<file path="config.mk">
export PLATFORM = sky130hd
export DESIGN_NAME = eeprom_ptr_ctrl
export DESIGN_NICKNAME = d
export VERILOG_FILES = /design/src/rtl/eeprom_ptr_pkg.sv /design/src/rtl/eeprom_addr_ptr.sv /design/src/rtl/eeprom_cmd_fsm.sv /design/src/rtl/eeprom_ptr_ctrl.sv
export SDC_FILE = /design/constraint.sdc
export NUM_CORES = 1
export LEC_CHECK = 0
export BUFFER_PORTS_ARGS = -buffer_cell sky130_fd_sc_hd__buf_2
export CAP_MARGIN = 20
export CORE_MARGIN = 3
export CORE_UTILIZATION = 54
export DETAILED_ROUTE_END_ITERATION = 8
export PLACE_DENSITY = 0.79
export SLEW_MARGIN = 15
export SYNTH_ARGS = -nofsm -noshare
export SYNTH_HDL_FRONTEND = slang
export SYNTH_SLANG_ARGS = --single-unit
</file>
<file path="constraint.sdc">
create_clock -name clk -period 3.5 [get_ports clk]
set_input_delay 0.35 -clock clk [delete_from_list [all_inputs] [get_ports clk]]
set_output_delay 0.35 -clock clk [all_outputs]
set_load 0.01 [all_outputs]
</file>
<file path="src/rtl/eeprom_ptr_pkg.sv">
// Shared constants and types for the serial EEPROM address pointer controller.
package eeprom_ptr_pkg;
    localparam int ADDR_W = 16;

    localparam logic [7:0] HDR_BYTE  = 8'h55;
    localparam logic [7:0] CMD_READ  = 8'h03;
    localparam logic [7:0] CMD_WRITE = 8'h6C;
    localparam logic [7:0] CMD_CUR   = 8'h06;

    typedef enum logic [2:0] {
        ST_IDLE, ST_HDR, ST_DEV, ST_CMD, ST_AHI, ST_ALO, ST_DATA
    } ctl_state_t;

    typedef enum logic [2:0] {
        PTR_HOLD, PTR_LD_HI, PTR_LD_LO, PTR_INC_SEQ, PTR_INC_PAGE
    } ptr_op_t;
endpackage

</file>
<file path="src/rtl/eeprom_addr_ptr.sv">
// Address pointer register.
// Loads address bytes and steps either across the full space (reads) or
// inside one page (writes). It has no reset on purpose: its power-up value
// is undefined. Assumes ADDR_W == 16 (two address bytes).
module eeprom_addr_ptr
    import eeprom_ptr_pkg::*;
#(
    parameter int PAGE_BITS = 4
) (
    input  logic              clk,
    input  logic              rst_n,
    input  ptr_op_t           op,
    input  logic [7:0]        ld_byte,
    output logic [ADDR_W-1:0] ptr
);
    logic [ADDR_W-1:0] seq_next;
    logic [ADDR_W-1:0] page_next;

    // Full-width increment used by reads.
    assign seq_next = ptr + 1'b1;

    generate
        if (PAGE_BITS >= ADDR_W) begin : g_page_full
            // Page covers the whole array: plain increment.
            assign page_next = seq_next;
        end else begin : g_page_part
            logic [PAGE_BITS-1:0] low_inc;
            // Increment only the in-page offset; upper bits are kept.
            assign low_inc   = ptr[PAGE_BITS-1:0] + 1'b1;
            assign page_next = {ptr[ADDR_W-1:PAGE_BITS], low_inc};
        end
    endgenerate

    // Pointer update selected by the command FSM.
    always_ff @(posedge clk) begin
        case (op)
            PTR_LD_HI:    ptr[15:8] <= ld_byte;
            PTR_LD_LO:    ptr[7:0]  <= ld_byte;
            PTR_INC_SEQ:  ptr       <= seq_next;
            PTR_INC_PAGE: ptr       <= page_next;
            default:      ptr       <= ptr;
        endcase
    end

    assert_seq_inc_R4: assert property (@(posedge clk) disable iff (!rst_n)
        (op == PTR_INC_SEQ) |=> (ptr == $past(ptr) + 16'd1));

    assert_page_upper_R9: assert property (@(posedge clk) disable iff (!rst_n)
        (op == PTR_INC_PAGE) |=> (ptr[ADDR_W-1:PAGE_BITS] == $past(ptr[ADDR_W-1:PAGE_BITS])));

    assert_page_low_R9: assert property (@(posedge clk) disable iff (!rst_n)
        (op == PTR_INC_PAGE) |=> (ptr[PAGE_BITS-1:0] == $past(ptr[PAGE_BITS-1:0]) + 1'b1));
endmodule

</file>
<file path="src/rtl/eeprom_cmd_fsm.sv">
// Frame and command state machine.
// Each header, device, command or address byte is held and then acted on
// at the acknowledge edge that follows it. In the data phase it issues
// pointer steps and the read/write strobes. Assumes the front end delivers
// one-cycle event pulses. A standby pulse has priority over every other event.
module eeprom_cmd_fsm
    import eeprom_ptr_pkg::*;
#(
    parameter logic [7:0] DEV_BYTE = 8'hA0
) (
    input  logic       clk,
    input  logic       rst_n,
    input  logic       byte_vld,
    input  logic [7:0] byte_data,
    input  logic       mak_edge,
    input  logic       nomak_edge,
    input  logic       standby,
    output ptr_op_t    ptr_op,
    output logic [7:0] ptr_byte,
    output logic       rd_stb,
    output logic       wr_vld,
    output logic [7:0] wr_data
);
    ctl_state_t state, state_nx;
    logic       pend;
    logic [7:0] hold;
    logic       is_wr, is_wr_nx;
    logic       rd_nx;
    logic       hdr_phase;
    logic       take_byte;

    // Byte-collecting states before the data phase.
    assign hdr_phase = (state == ST_HDR) || (state == ST_DEV) || (state == ST_CMD)
                    || (state == ST_AHI) || (state == ST_ALO);
    // A byte is stored in any collecting state and in the write data phase.
    assign take_byte = byte_vld && !standby && !mak_edge && !nomak_edge
                    && (hdr_phase || (state == ST_DATA && is_wr));
    assign ptr_byte  = hold;
    assign wr_data   = hold;

    // Next state, pointer operation and read request.
    always_comb begin
        state_nx = state;
        ptr_op   = PTR_HOLD;
        rd_nx    = 1'b0;
        is_wr_nx = is_wr;
        if (standby) begin
            state_nx = ST_HDR;
        end else if (hdr_phase) begin
            if (nomak_edge) begin
                state_nx = ST_IDLE;
            end else if (mak_edge && pend) begin
                case (state)
                    ST_HDR: state_nx = (hold == HDR_BYTE) ? ST_DEV : ST_IDLE;
                    ST_DEV: state_nx = (hold == DEV_BYTE) ? ST_CMD : ST_IDLE;
                    ST_CMD: begin
                        if (hold == CMD_READ || hold == CMD_WRITE) begin
                            state_nx = ST_AHI;
                            is_wr_nx = (hold == CMD_WRITE);
                        end else if (hold == CMD_CUR) begin
                            state_nx = ST_DATA;
                            is_wr_nx = 1'b0;
                            rd_nx    = 1'b1;
                        end else begin
                            state_nx = ST_IDLE;
                        end
                    end
                    ST_AHI: begin
                        ptr_op   = PTR_LD_HI;
                        state_nx = ST_ALO;
                    end
                    default: begin
                        ptr_op   = PTR_LD_LO;
                        state_nx = ST_DATA;
                        rd_nx    = !is_wr;
                    end
                endcase
            end
        end else if (state == ST_DATA) begin
            if (is_wr) begin
                if ((mak_edge || nomak_edge) && pend) begin
                    ptr_op = PTR_INC_PAGE;
                end
            end else if (mak_edge || nomak_edge) begin
                ptr_op = PTR_INC_SEQ;
                rd_nx  = mak_edge;
            end
            if (nomak_edge) begin
                state_nx = ST_IDLE;
            end
        end
    end

    // State, held byte and strobe registers.
    always_ff @(posedge clk) begin
        if (!rst_n) begin
            state  <= ST_IDLE;
            pend   <= 1'b0;
            hold   <= 8'h00;
            is_wr  <= 1'b0;
            rd_stb <= 1'b0;
            wr_vld <= 1'b0;
        end else begin
            state  <= state_nx;
            is_wr  <= is_wr_nx;
            rd_stb <= rd_nx;
            wr_vld <= take_byte && (state == ST_DATA);
            if (take_byte) begin
                hold <= byte_data;
                pend <= 1'b1;
            end else if (standby || mak_edge || nomak_edge) begin
                pend <= 1'b0;
            end
        end
    end

    assert_standby_rearm_R6: assert property (@(posedge clk) disable iff (!rst_n)
        standby |=> (state == ST_HDR));

    assert_standby_noinc_R6: assert property (@(posedge clk) disable iff (!rst_n)
        standby |=> (!rd_stb && !wr_vld));

    assert_idle_sticky_R10: assert property (@(posedge clk) disable iff (!rst_n)
        (state == ST_IDLE && !standby) |=> (state == ST_IDLE && !rd_stb && !wr_vld));

    assert_nomak_ends_R5: assert property (@(posedge clk) disable iff (!rst_n)
        (state == ST_DATA && nomak_edge && !standby) |=> (state == ST_IDLE));

    assert_strobe_excl_R8: assert property (@(posedge clk) disable iff (!rst_n)
        !(rd_stb && wr_vld));
endmodule

</file>
<file path="src/rtl/eeprom_ptr_ctrl.sv">
// Top level of the serial EEPROM address pointer controller.
// Joins the command FSM with the pointer register. The page size must be a
// power of two. DEV_LSB selects the device-byte variant.
module eeprom_ptr_ctrl
    import eeprom_ptr_pkg::*;
#(
    parameter int   PAGE_BYTES = 16,
    parameter logic DEV_LSB    = 1'b0
) (
    input  logic              clk,
    input  logic              rst_n,
    input  logic              byte_vld,
    input  logic [7:0]        byte_data,
    input  logic              mak_edge,
    input  logic              nomak_edge,
    input  logic              standby,
    output logic [ADDR_W-1:0] mem_addr,
    output logic              rd_stb,
    output logic              wr_vld,
    output logic [7:0]        wr_data
);
    localparam int         PAGE_BITS = $clog2(PAGE_BYTES);
    localparam logic [7:0] DEV_BYTE  = {7'b1010000, DEV_LSB};

    ptr_op_t    op;
    logic [7:0] ld_byte;

    eeprom_cmd_fsm #(.DEV_BYTE(DEV_BYTE)) u_fsm (
        .clk        (clk),
        .rst_n      (rst_n),
        .byte_vld   (byte_vld),
        .byte_data  (byte_data),
        .mak_edge   (mak_edge),
        .nomak_edge (nomak_edge),
        .standby    (standby),
        .ptr_op     (op),
        .ptr_byte   (ld_byte),
        .rd_stb     (rd_stb),
        .wr_vld     (wr_vld),
        .wr_data    (wr_data)
    );

    eeprom_addr_ptr #(.PAGE_BITS(PAGE_BITS)) u_ptr (
        .clk     (clk),
        .rst_n   (rst_n),
        .op      (op),
        .ld_byte (ld_byte),
        .ptr     (mem_addr)
    );

    assert_reset_quiet_R1: assert property (@(posedge clk)
        !rst_n |=> (!rd_stb && !wr_vld));
endmodule

</file>
==> impl_metrics.env <==
export IMPL_met1_length_mm=1.82
export IMPL_fin_worst_skew_ps=5.96
export IMPL_core_area_um2=3150
export IMPL_maxSlewViolCount=0
export IMPL_fp_dieArea_um2=4160
export IMPL_synth_net_count=212
export IMPL_synthCells=197
export IMPL_yosysWarnings=0
export IMPL_grt_pass1_vias=1451
export IMPL_yosysMostFrequentCell="nor2_1"
export IMPL_diodes=0
export IMPL_insertion_delay_ps=330
export IMPL_place_area_um2=2050
export IMPL_fin_ws_ps=1350
export IMPL_cts_buffers=5
export IMPL_final_hold_viol_count=0
export IMPL_fin_hold_ws_ps=269
export IMPL_grt_max_degree=21
export IMPL_wl_met2_mm=1.84
export IMPL_synth_top_flop_cell="edfxtp_1"
export IMPL_synth_edf_count=16
export IMPL_seq_power_share_pct=63.2
export IMPL_antenna_found_initial=0
export IMPL_drive_above_1_share_pct=23.0
export IMPL_fin_util_pct=67.1
export IMPL_postLayoutCellArea_um2=2120
export IMPL_rsz0062_at_grt="no"
export IMPL_postCtsHoldBufs=0
export IMPL_drt_iter0_drc=52
export IMPL_clk_pin_slew_worst_paths_ps=90
export IMPL_tritoncts="yes"
export IMPL_cap_violations=0
export IMPL_dr_max_layer_used="met4"
export IMPL_die_h_um=64.5
export IMPL_vias_per_cell=5.62
export IMPL_cp_required_ps=3470
export IMPL_ys_seq_elements=31
export IMPL_clockRootBuffer="clkbuf_4"
export IMPL_postCtsSetupRepairBufs=0
export IMPL_ir_worst_vdd_uv=199
export IMPL_ios=40
export IMPL_synth_common_cells="20 x nor2_1, 16 x edfxtp_1, 15 x dfxtp_1"
export IMPL_gr_total_overflow=0
export IMPL_arrival_ps=2120
export IMPL_postRouteAntennaNets=0
export IMPL_synth_area_leaders="edfxtp_1 26%, dfxtp_1 16%, xnor2_1 6.2%"
export IMPL_worstMarginPinSlew_ps=664
export IMPL_firstDrtPassIters=4
export IMPL_grtUsageTotal_pct=20.8
export IMPL_num_vias=1568
export IMPL_place_congestion=0.816
export IMPL_seq_area_frac_synth_pct=42.2
export IMPL_grt_pass1_wl_mm=6.77
export IMPL_reg2reg_slack_ps=1350
export IMPL_power_frac_comb_pct=4.7
export IMPL_avgSynthCellArea_um2=9.39
export IMPL_critical_path_class="flip-flop to flip-flop"
export IMPL_post_cts_resized=0
export IMPL_portBuffers=39
export IMPL_htreeDepth=2
export IMPL_synth_area_um2=1850
export IMPL_pre_cts_slack_ps=1150
export IMPL_ys_types=49
export IMPL_hpwlAfterDp_mm=2.94
export IMPL_route_detailed_wl_per_inst_um=14.4
export IMPL_status="finished clean"
export IMPL_max_slew_margin_pct=55.7
export IMPL_p_leak_nw=0.827
export IMPL_hold_class="input pin to flip-flop"
export IMPL_powerDensity_nw_per_um2=288
export IMPL_dr_wl_met3_um=303
export IMPL_stdcell_count=279
export IMPL_rows=20
export IMPL_path_max_fanout=12
export IMPL_areaGrowthSynthToFinish_pct=14.5
export IMPL_r2r_cells=4
export IMPL_min_period_ps=2150
export IMPL_startpoint_type="flip-flop"
export IMPL_cts_buffer_depth=2
export IMPL_layout_nets=249
export IMPL_timing_critical_path_to_type="flip-flop"
export IMPL_clkPwrFrac_pct=32.1
export IMPL_setup_violations=0
export IMPL_synthArstFlopShare_pct=0
export IMPL_die_w_um=64.5
export IMPL_yosysTopAreaCellShare_pct=26.0
export IMPL_switching_power_mw=0.138
export IMPL_swShare_pct=22.6
export IMPL_cts_sinks=31
export IMPL_wirelength_mm=4.01
export IMPL_start_util_pct=58.7
export IMPL_dp_cells=271
export IMPL_finalPower_mw=0.610
export IMPL_post_synth_top_area_cell="edfxtp_1"
export IMPL_p_int_mw=0.472
export IMPL_tns_ps=0
export IMPL_drc=0
export IMPL_fin_crit_sh_pct=61.3
export IMPL_holdPathStages=3
export IMPL_clock_fmax_mhz=466
## routing by layer
layer  up-vias  track usage, %
li1        792               -
met1       714            27.8
met2        57            33.1
met3         5            5.20
met4         0            6.33
met5         -               0
## cell usage in the layout (no fill, tap or decap), drive strengths merged, types with 3 or more instances in the layout
cell,instances
a211oi,3
a21oi,13
a22o,4
and3,3
buf,40
clkbuf,7
dfxtp,15
edfxtp,16
inv,6
mux2i,9
nand2,13
nand2b,3
nand3,11
nand4,4
nor2,20
nor2b,12
nor4b,3
o21ai,6
or3,3
xnor2,13
## registers in the layout, indices dropped and copies added (netlist names)
register / cells
u_fsm.is_wr: 1
u_fsm.rd_stb: 1
u_fsm.pend: 1
u_fsm.ptr_byte: 8
u_fsm.wr_vld: 1
u_fsm.state: 3
u_ptr.ptr: 16
## cells by family after synthesis
group           count (synthesis)  synth area share (%)
fa+ha+maj                       1                 0.676
simple gates                   88                  27.0
compound gates                 37                  13.6
flops                          31                  42.2
xor+xnor                       15                  7.10
mux                             9                  4.87
buf+inv                        16                  4.53
## cell type report
class | instances | area, um2
Sequential cell | 31 | 781
Timing Repair Buffer | 40 | 203
Multi-Input combinational cell | 150 | 1000
Tap cell | 44 | 55.1
Fill cell | 276 | 1040
Inverter | 6 | 25.0
Clock buffer | 7 | 45.0
Clock inverter | 1 | 5.00
## power groups by stage
stage / Clock, mW / Combinational (mW) / Sequential [mW]
after CTS: 0.201 / 0.0281 / 0.385
final: 0.196 / 0.0287 / 0.385
after detailed placement: 0 / 0.0279 / 0.393
after floorplan: 0 / 0.0175 / 0.390
after global placement: 0 / 0.0277 / 0.393
after global routing: 0.220 / 0.0316 / 0.386
## final timing paths
| path | from | to |
|---|---|---|
| setup / recovery | u_fsm.state[1]$_SDFFE_PP0P_ | u_ptr.ptr[4]$_DFFE_PP_ |
| hold / removal | byte_data[6] | u_fsm.ptr_byte[6]$_SDFFE_PN0P_ |
| setup reg to reg | u_fsm.state[1]$_SDFFE_PP0P_ | u_ptr.ptr[4]$_DFFE_PP_ |
| hold reg to reg | u_fsm.pend$_SDFFE_PN0P_ | u_fsm.pend$_SDFFE_PN0P_ |
## worst max-delay path: stages, from the launching register on
cell and delay [ps]:
dfxtp_1 590, inv_4 80, or3_1 450, mux2i_1 140, nor3b_1 540
Note: power is estimated with default switching activity, not from simulation.
